<file path="src/rtl/chardisp_pkg.sv">
`timescale 1ns/1ps
package chardisp_pkg;

  // Status word as applied to a frame.
  typedef struct packed {
    logic enable;
    logic blinkAll;
    logic blinkCursor;
  } dispStatus_t;

  // Strobes from the sequencer to the datapath.
  typedef struct packed {
    logic advance;    // move to the next position this edge
    logic frameLoad;  // next position is the frame origin: apply pending settings
  } ctrlStrobe_t;

  // Field positions inside the written status word.
  localparam int STAT_EN_BIT  = 0;
  localparam int STAT_ALL_BIT = 1;
  localparam int STAT_CUR_BIT = 2;

  function automatic dispStatus_t decodeStatus(input logic [2:0] raw);
    dispStatus_t s;
    s.enable      = raw[STAT_EN_BIT];
    s.blinkAll    = raw[STAT_ALL_BIT];
    s.blinkCursor = raw[STAT_CUR_BIT];
    return s;
  endfunction

endpackage

</file>
<file path="src/rtl/chardisp_ctrl.sv">
`timescale 1ns/1ps
module chardisp_ctrl
  import chardisp_pkg::*;
#(
  parameter int ROWS     = 2,
  parameter int COLS     = 16,
  parameter int HOLD_W   = 8,
  parameter int CLK_HZ   = 50_000_000,
  parameter int BLINK_HZ = 1,
  localparam int ROW_W   = (ROWS > 1) ? $clog2(ROWS) : 1,
  localparam int COL_W   = (COLS > 1) ? $clog2(COLS) : 1
)(
  input  logic              clk,
  input  logic              rstN,
  input  logic [HOLD_W-1:0] holdCycles,
  output ctrlStrobe_t       strobe,
  output logic [ROW_W-1:0]  rowIdx,
  output logic [COL_W-1:0]  colIdx,
  output logic              blinkPhase,
  output logic              frameStart
);

  localparam int HALF_RAW = CLK_HZ / (2 * BLINK_HZ);
  localparam int HALF     = (HALF_RAW > 0) ? HALF_RAW : 1;
  localparam int PRE_W    = $clog2(HALF + 1);

  logic              started;
  logic [HOLD_W-1:0] holdCnt;
  logic [PRE_W-1:0]  preCnt;
  logic              lastCol;
  logic              lastRow;

  assign lastCol = (colIdx == COL_W'(COLS - 1));
  assign lastRow = (rowIdx == ROW_W'(ROWS - 1));

  // The first edge after reset advances at once so the first frame opens immediately.
  always_comb begin
    strobe.advance   = !started || (holdCnt >= holdCycles);
    strobe.frameLoad = strobe.advance && lastCol && lastRow;
  end

  // Position sequencer
  always_ff @(posedge clk) begin
    if (!rstN) begin
      started    <= 1'b0;
      holdCnt    <= '0;
      rowIdx     <= ROW_W'(ROWS - 1);
      colIdx     <= COL_W'(COLS - 1);
      frameStart <= 1'b0;
    end else begin
      started    <= 1'b1;
      frameStart <= strobe.frameLoad;
      if (strobe.advance) begin
        holdCnt <= '0;
        if (lastCol) begin
          colIdx <= '0;
          rowIdx <= lastRow ? '0 : rowIdx + 1'b1;
        end else begin
          colIdx <= colIdx + 1'b1;
        end
      end else begin
        holdCnt <= holdCnt + 1'b1;
      end
    end
  end

  // Flash prescaler: the phase toggles every HALF clocks
  always_ff @(posedge clk) begin
    if (!rstN) begin
      preCnt     <= '0;
      blinkPhase <= 1'b0;
    end else if (preCnt == PRE_W'(HALF - 1)) begin
      preCnt     <= '0;
      blinkPhase <= !blinkPhase;
    end else begin
      preCnt <= preCnt + 1'b1;
    end
  end

endmodule

</file>
<file path="src/rtl/chardisp_datapath.sv">
`timescale 1ns/1ps
module chardisp_datapath
  import chardisp_pkg::*;
#(
  parameter int ROWS    = 2,
  parameter int COLS    = 16,
  parameter int CHAR_W  = 8,
  localparam int ROW_W  = (ROWS > 1) ? $clog2(ROWS) : 1,
  localparam int COL_W  = (COLS > 1) ? $clog2(COLS) : 1,
  localparam int POSITIONS = ROWS * COLS,
  localparam int POS_W  = (POSITIONS > 1) ? $clog2(POSITIONS) : 1
)(
  input  logic              clk,
  input  logic              rstN,
  input  ctrlStrobe_t       strobe,
  input  logic [ROW_W-1:0]  rowIdx,
  input  logic [COL_W-1:0]  colIdx,
  input  logic              blinkPhase,
  input  logic              wrEn,
  input  logic [POS_W-1:0]  wrAddr,
  input  logic [CHAR_W-1:0] wrData,
  input  logic              statWr,
  input  logic [2:0]        statData,
  input  logic [POS_W-1:0]  cursorIn,
  output logic [CHAR_W-1:0] charCode,
  output logic              blankOut,
  output logic              cursorMark
);

  logic [CHAR_W-1:0] cells [POSITIONS];
  dispStatus_t       pendStat;
  dispStatus_t       actStat;
  logic [POS_W-1:0]  pendCursor;
  logic [POS_W-1:0]  actCursor;
  logic              actPhase;
  logic [POS_W-1:0]  posIdx;

  assign posIdx = POS_W'(rowIdx) * POS_W'(COLS) + POS_W'(colIdx);

  // Character memory
  always_ff @(posedge clk) begin
    if (wrEn) cells[wrAddr] <= wrData;
  end

  // Pending settings, written at any time
  always_ff @(posedge clk) begin
    if (!rstN) begin
      pendStat   <= '0;
      pendCursor <= '0;
    end else if (statWr) begin
      pendStat   <= decodeStatus(statData);
      pendCursor <= cursorIn;
    end
  end

  // Active settings, swapped in only at the frame boundary
  always_ff @(posedge clk) begin
    if (!rstN) begin
      actStat   <= '0;
      actCursor <= '0;
      actPhase  <= 1'b0;
    end else if (strobe.frameLoad) begin
      actStat   <= pendStat;
      actCursor <= pendCursor;
      actPhase  <= blinkPhase;
    end
  end

  always_comb begin
    charCode   = cells[posIdx];
    blankOut   = !actStat.enable || (actStat.blinkAll && actPhase);
    cursorMark = actStat.enable && actStat.blinkCursor && !actPhase
                 && (posIdx == actCursor);
  end

endmodule

</file>
<file path="src/rtl/chardisp_refresh.sv">
`timescale 1ns/1ps
module chardisp_refresh
  import chardisp_pkg::*;
#(
  parameter int ROWS     = 2,
  parameter int COLS     = 16,
  parameter int CHAR_W   = 8,
  parameter int HOLD_W   = 8,
  parameter int CLK_HZ   = 50_000_000,
  parameter int BLINK_HZ = 1,
  localparam int ROW_W   = (ROWS > 1) ? $clog2(ROWS) : 1,
  localparam int COL_W   = (COLS > 1) ? $clog2(COLS) : 1,
  localparam int POS_W   = (ROWS * COLS > 1) ? $clog2(ROWS * COLS) : 1
)(
  input  logic              clk,
  input  logic              rstN,
  input  logic [HOLD_W-1:0] holdCycles,
  input  logic              wrEn,
  input  logic [POS_W-1:0]  wrAddr,
  input  logic [CHAR_W-1:0] wrData,
  input  logic              statWr,
  input  logic [2:0]        statData,
  input  logic [POS_W-1:0]  cursorIn,
  output logic [ROW_W-1:0]  rowOut,
  output logic [COL_W-1:0]  colOut,
  output logic [CHAR_W-1:0] charCode,
  output logic              blankOut,
  output logic              cursorMark,
  output logic              frameStart
);

  ctrlStrobe_t strobe;
  logic        blinkPhase;

  chardisp_ctrl #(
    .ROWS(ROWS), .COLS(COLS), .HOLD_W(HOLD_W),
    .CLK_HZ(CLK_HZ), .BLINK_HZ(BLINK_HZ)
  ) u_ctrl (
    .clk(clk), .rstN(rstN), .holdCycles(holdCycles),
    .strobe(strobe), .rowIdx(rowOut), .colIdx(colOut),
    .blinkPhase(blinkPhase), .frameStart(frameStart)
  );

  chardisp_datapath #(
    .ROWS(ROWS), .COLS(COLS), .CHAR_W(CHAR_W)
  ) u_dp (
    .clk(clk), .rstN(rstN), .strobe(strobe),
    .rowIdx(rowOut), .colIdx(colOut), .blinkPhase(blinkPhase),
    .wrEn(wrEn), .wrAddr(wrAddr), .wrData(wrData),
    .statWr(statWr), .statData(statData), .cursorIn(cursorIn),
    .charCode(charCode), .blankOut(blankOut), .cursorMark(cursorMark)
  );

endmodule

</file>
<file path="config.mk">
export PLATFORM = sky130hd
export DESIGN_NAME = chardisp_refresh
export DESIGN_NICKNAME = d
export VERILOG_FILES = /design/src/rtl/chardisp_pkg.sv /design/src/rtl/chardisp_ctrl.sv /design/src/rtl/chardisp_datapath.sv /design/src/rtl/chardisp_refresh.sv
export SDC_FILE = /design/constraint.sdc
export NUM_CORES = 1
export LEC_CHECK = 0
export ABC_AREA = 1
export BUFFER_PORTS_ARGS = -buffer_cell sky130_fd_sc_hd__buf_4
export CELL_PAD_IN_SITES_DETAIL_PLACEMENT = 1
export CELL_PAD_IN_SITES_GLOBAL_PLACEMENT = 2
export CORE_ASPECT_RATIO = 2
export CORE_UTILIZATION = 41
export CTS_CLUSTER_DIAMETER = 30
export DETAILED_ROUTE_END_ITERATION = 16
export GPL_ROUTABILITY_DRIVEN = 0
export PLACE_DENSITY = 0.9
export REMOVE_ABC_BUFFERS = 1
export SLEW_MARGIN = 40
export SYNTH_ARGS = -nofsm -noshare
export SYNTH_HDL_FRONTEND = slang
export SYNTH_HIERARCHICAL = 1
export SYNTH_SLANG_ARGS = --single-unit
</file>
<file path="constraint.sdc">
create_clock -name clk -period 2.8 [get_ports clk]
set_input_delay 0.56 -clock clk [delete_from_list [all_inputs] [get_ports clk]]
set_output_delay 0.56 -clock clk [all_outputs]
set_load 0.02 [all_outputs]
</file>
==> summary.md <==
| Metric | Value |
|---|---|
| Initial antenna violation count | 0 |
| Leading area contributor after synthesis | edfxtp_1 |
| Initial drt markers | 463 |
| ANT nets after route | 0 |
| Fin area | 16200 um2 |
| F_max | 352 MHz |
| Die width | 130 um |
| Post-Place Setup Slack | 0.362 ns |
| Area grow syn2layout | 21.0% |
| Die area | 33300 um2 |
| Final #Nets | 1447 |
| ANT cells | 0 |
| Vias per cell | about 5.4 |
| Num CTS Buffers | 39 |
| Top cell type's share of synthesized area | 57.6% |
| Most frequent cells in the layout | nand2_1, edfxtp_1, nand3_1 |
| Post-layout util | 50.3% |
| Worst-Skew Late Latency | 0.54 ns |
| #FFs+latches synth | 314 |
| GRT overflow | 0 |
| CP Data Required Time | 2.24 ns |
| Synth cell types | 35 |
| DP Area | 14400 um2 |
| Worst vdd ir | between 0.4 and 0.5 mV |
| Clock Pin Slew Worst Setup and Hold Paths | about 0.060 ns |
| Worst setup margin | -0.0393 ns |
| Cts-stage hold buffer count | 0 |
| Fill count | 3600 |
| Routed WL | 40000 um |
| Clk sink count | between 300 and 400 |
| Leakage | approximately 6.2 nW |
| Mapped Area | 13400 um2 |
| Worst hold slack | 0.250 ns |
| Critical path class | reg -> out |
| DP Wirelength | 24300 um |
| Row cnt | 93 |
| Largest net degree at the start of global routing | a little under 70 |
| Status | finished with violations |
| Drc violations | 0 |
| # setup viols final | 1 |
| Min Clock Period, post-route | 2.84 ns |
| Worst EP arrival | 2.28 ns |
| Slew headroom | 61.3% |
| Final period utilization | 101% |
| RSZ-0062 raised after global routing | true |
| PwrDens | 725 nW/um2 |
| Htree depth | 2 |
| Worst hold path class | in -> reg |
| Critical Path Sink Type | output pin |
| Total GRT Usage | a little under a quarter |
| Worst setup SP type | register |
| Mapped Cells | around 1300 |
| First-pass GRT wire length | 58400 um |
| I/O pins | about 50 |
| Root Buffer | clkbuf_16 |
| Max-cap violations | 0 |
| Failing checks | setup timing |
| Share of layout cells above drive strength 1 | between 10 and 15% |
| Vias in the first global route | roughly 11000 |
| Share of the yosys chip area belonging to registers | about two thirds |
| PortBufs | 48 |
| Most common cell after layout, fill and taps aside | nand2_1 |
| CP max FO | 23 |
| Routed len/inst | 21.5 um |
| Skew final | 0.0179 ns |
| Pre-antenna DRT Iters | 4 |
| Worst-Margin Slew | 0.580 ns |
| Syn Area/Cell | 10.2 um2 |
| Die Y | 257 um |
| Initial Util | 41.6% |
| Deepest clock path buffer count | 3 |
| Core area | 32100 um2 |
| Final number of hold-violating endpoints | 0 |
| Ranking of synthesized cells by area | edfxtp_1, nand2_1, dfxtp_1, nand3_1, nor2_1 |
| Synth warnings | 6 |
| CTS tree | yes |
| Final Slew Violations | 0 |
| Via count | 9968 |
-- Yosys cell counts --
| cell type | n |
|---|---|
| nor4_1 | 1 |
| inv_2 | 1 |
| nand2_1 | 433 |
| clkinv_1 | 1 |
| o21ai_0 | 19 |
| nand3_2 | 2 |
| a211oi_1 | 1 |
| xnor2_1 | 5 |
| xor2_1 | 13 |
| nand2_2 | 2 |
| nor3_4 | 1 |
| a221oi_1 | 1 |
| nor2_1 | 116 |
| clkbuf_1 | 9 |
| buf_4 | 14 |
| buf_1 | 4 |
| ha_1 | 11 |
| nand3b_1 | 5 |
| nand4_1 | 6 |
| inv_1 | 54 |
| and2_1 | 1 |
| nand3_1 | 228 |
| nand2_4 | 2 |
| edfxtp_1 | 256 |
| o221ai_1 | 1 |
| nor2b_1 | 1 |
| nor3_2 | 1 |
| buf_6 | 2 |
| dfxtp_1 | 58 |
| nor3_1 | 11 |
| a21oi_1 | 14 |
| nor2_4 | 2 |
| buf_2 | 30 |
| nor4_2 | 1 |
| nor2_2 | 3 |
-- per-stage QoR --
stage | TNS (ns) | power [mW] | cells
4_1_cts | 0 | 11.7 | 1853
3_5_place_dp | 0 | 6.43 | 1774
2_1_floorplan | -37.63 | 5.88 | 1251
6_report | -0.0393 | 11.7 | 1861
5_1_grt | -0.166 | 12.1 | 1861
3_3_place_gp | 0 | 6.40 | 1774
-- worst max-delay path: stages (launching register included) --
cell	delay, ns
dfxtp_4	0.39
inv_8	0.14
buf_16	0.18
nand2_1	0.13
nand3_1	0.11
nand3_1	0.11
nand2_1	0.13
nand2_1	0.08
nand2_1	0.09
nand2_1	0.09
nand2_1	0.11
buf_4	0.14
-- path summary, 6_finish.rpt --
path | start | endpoint | slack, ns | cells past startpoint
setup / recovery | u_ctrl/colIdx[0]$_SDFFE_PN1P_ | charCode[1] | -0.04 | 11
hold / removal | cursorIn[0] | u_dp/pendCursor[0]$_SDFFE_PN0P_ | 0.25 | 3
hold reg to reg | u_ctrl/preCnt[22]$_SDFF_PP0_ | u_ctrl/preCnt[22]$_SDFF_PP0_ | 0.46 | 2
setup reg to reg | u_ctrl/colIdx[1]$_SDFFE_PN1P_ | u_dp/actCursor[4]$_SDFFE_PN0P_ | 0.57 | 11
-- report_power, final --
part | internal [mW] | leakage, nW | switching, mW
combinational | 0.449 | 2.72 | 0.867
clock | 3.16 | 0.652 | 2.06
sequential | 5.12 | 2.78 | 0.0551
total | 8.74 | 6.15 | 2.99
-- state kept, by name (all words and copies together), names as in the netlist --
| register | cells |
|---|---|
| u_ctrl/started | 1 |
| u_ctrl/frameStart | 1 |
| u_dp/pendStat | 3 |
| u_dp/pendCursor | 5 |
| u_dp/actCursor | 5 |
| u_ctrl/blinkPhase | 1 |
| u_ctrl/preCnt | 25 |
| u_ctrl/colIdx | 4 |
| u_ctrl/holdCnt | 8 |
| u_dp/actStat | 3 |
| u_dp/actPhase | 1 |
| u_dp/cells | 256 |
| u_ctrl/rowIdx | 1 |
-- cell type report --
type	instances	area, um2	share of cell area (%)
flip-flops and latches	314	8860	54.8
multi-input cells	881	4030	24.9
repair buffers	111	1170	7.24
clock buffers	46	1030	6.39
well taps	427	534	3.30
clock inverters	26	317	1.96
inverters	56	225	1.39
-- repair_timing --
action	in CTS	in global routing
cloned	2	8
buffers inserted	5	1
setup endpoints to repair	8	8
pin swaps	0	2
gates resized for setup	4	32
-- kinds of logic (layout without fill, tap and decap cells) --
logic type	count (synthesis)	in the layout	synth area share, %
AND/OR/NAND/NOR	816	816	26.1
XOR/XNOR	18	18	1.18
buffers and inverters	115	239	4.02
flip-flops	314	314	66.2
AO/OA/AOI/OAI	36	36	1.42
adder cells (fa/ha/maj)	11	11	1.03
-- per-layer routing --
layer / global-route usage, % / routed length, um / up-vias
li1: - / - / 4638
met1: 23.4 / 13900 / 5012
met2: 46.3 / 23000 / 237
met3: 3.33 / 1290 / 81
met4: 10.5 / 1780 / 0
met5: 0 / 0 / -
No activity file was read; power rests on OpenSTA's default activity.
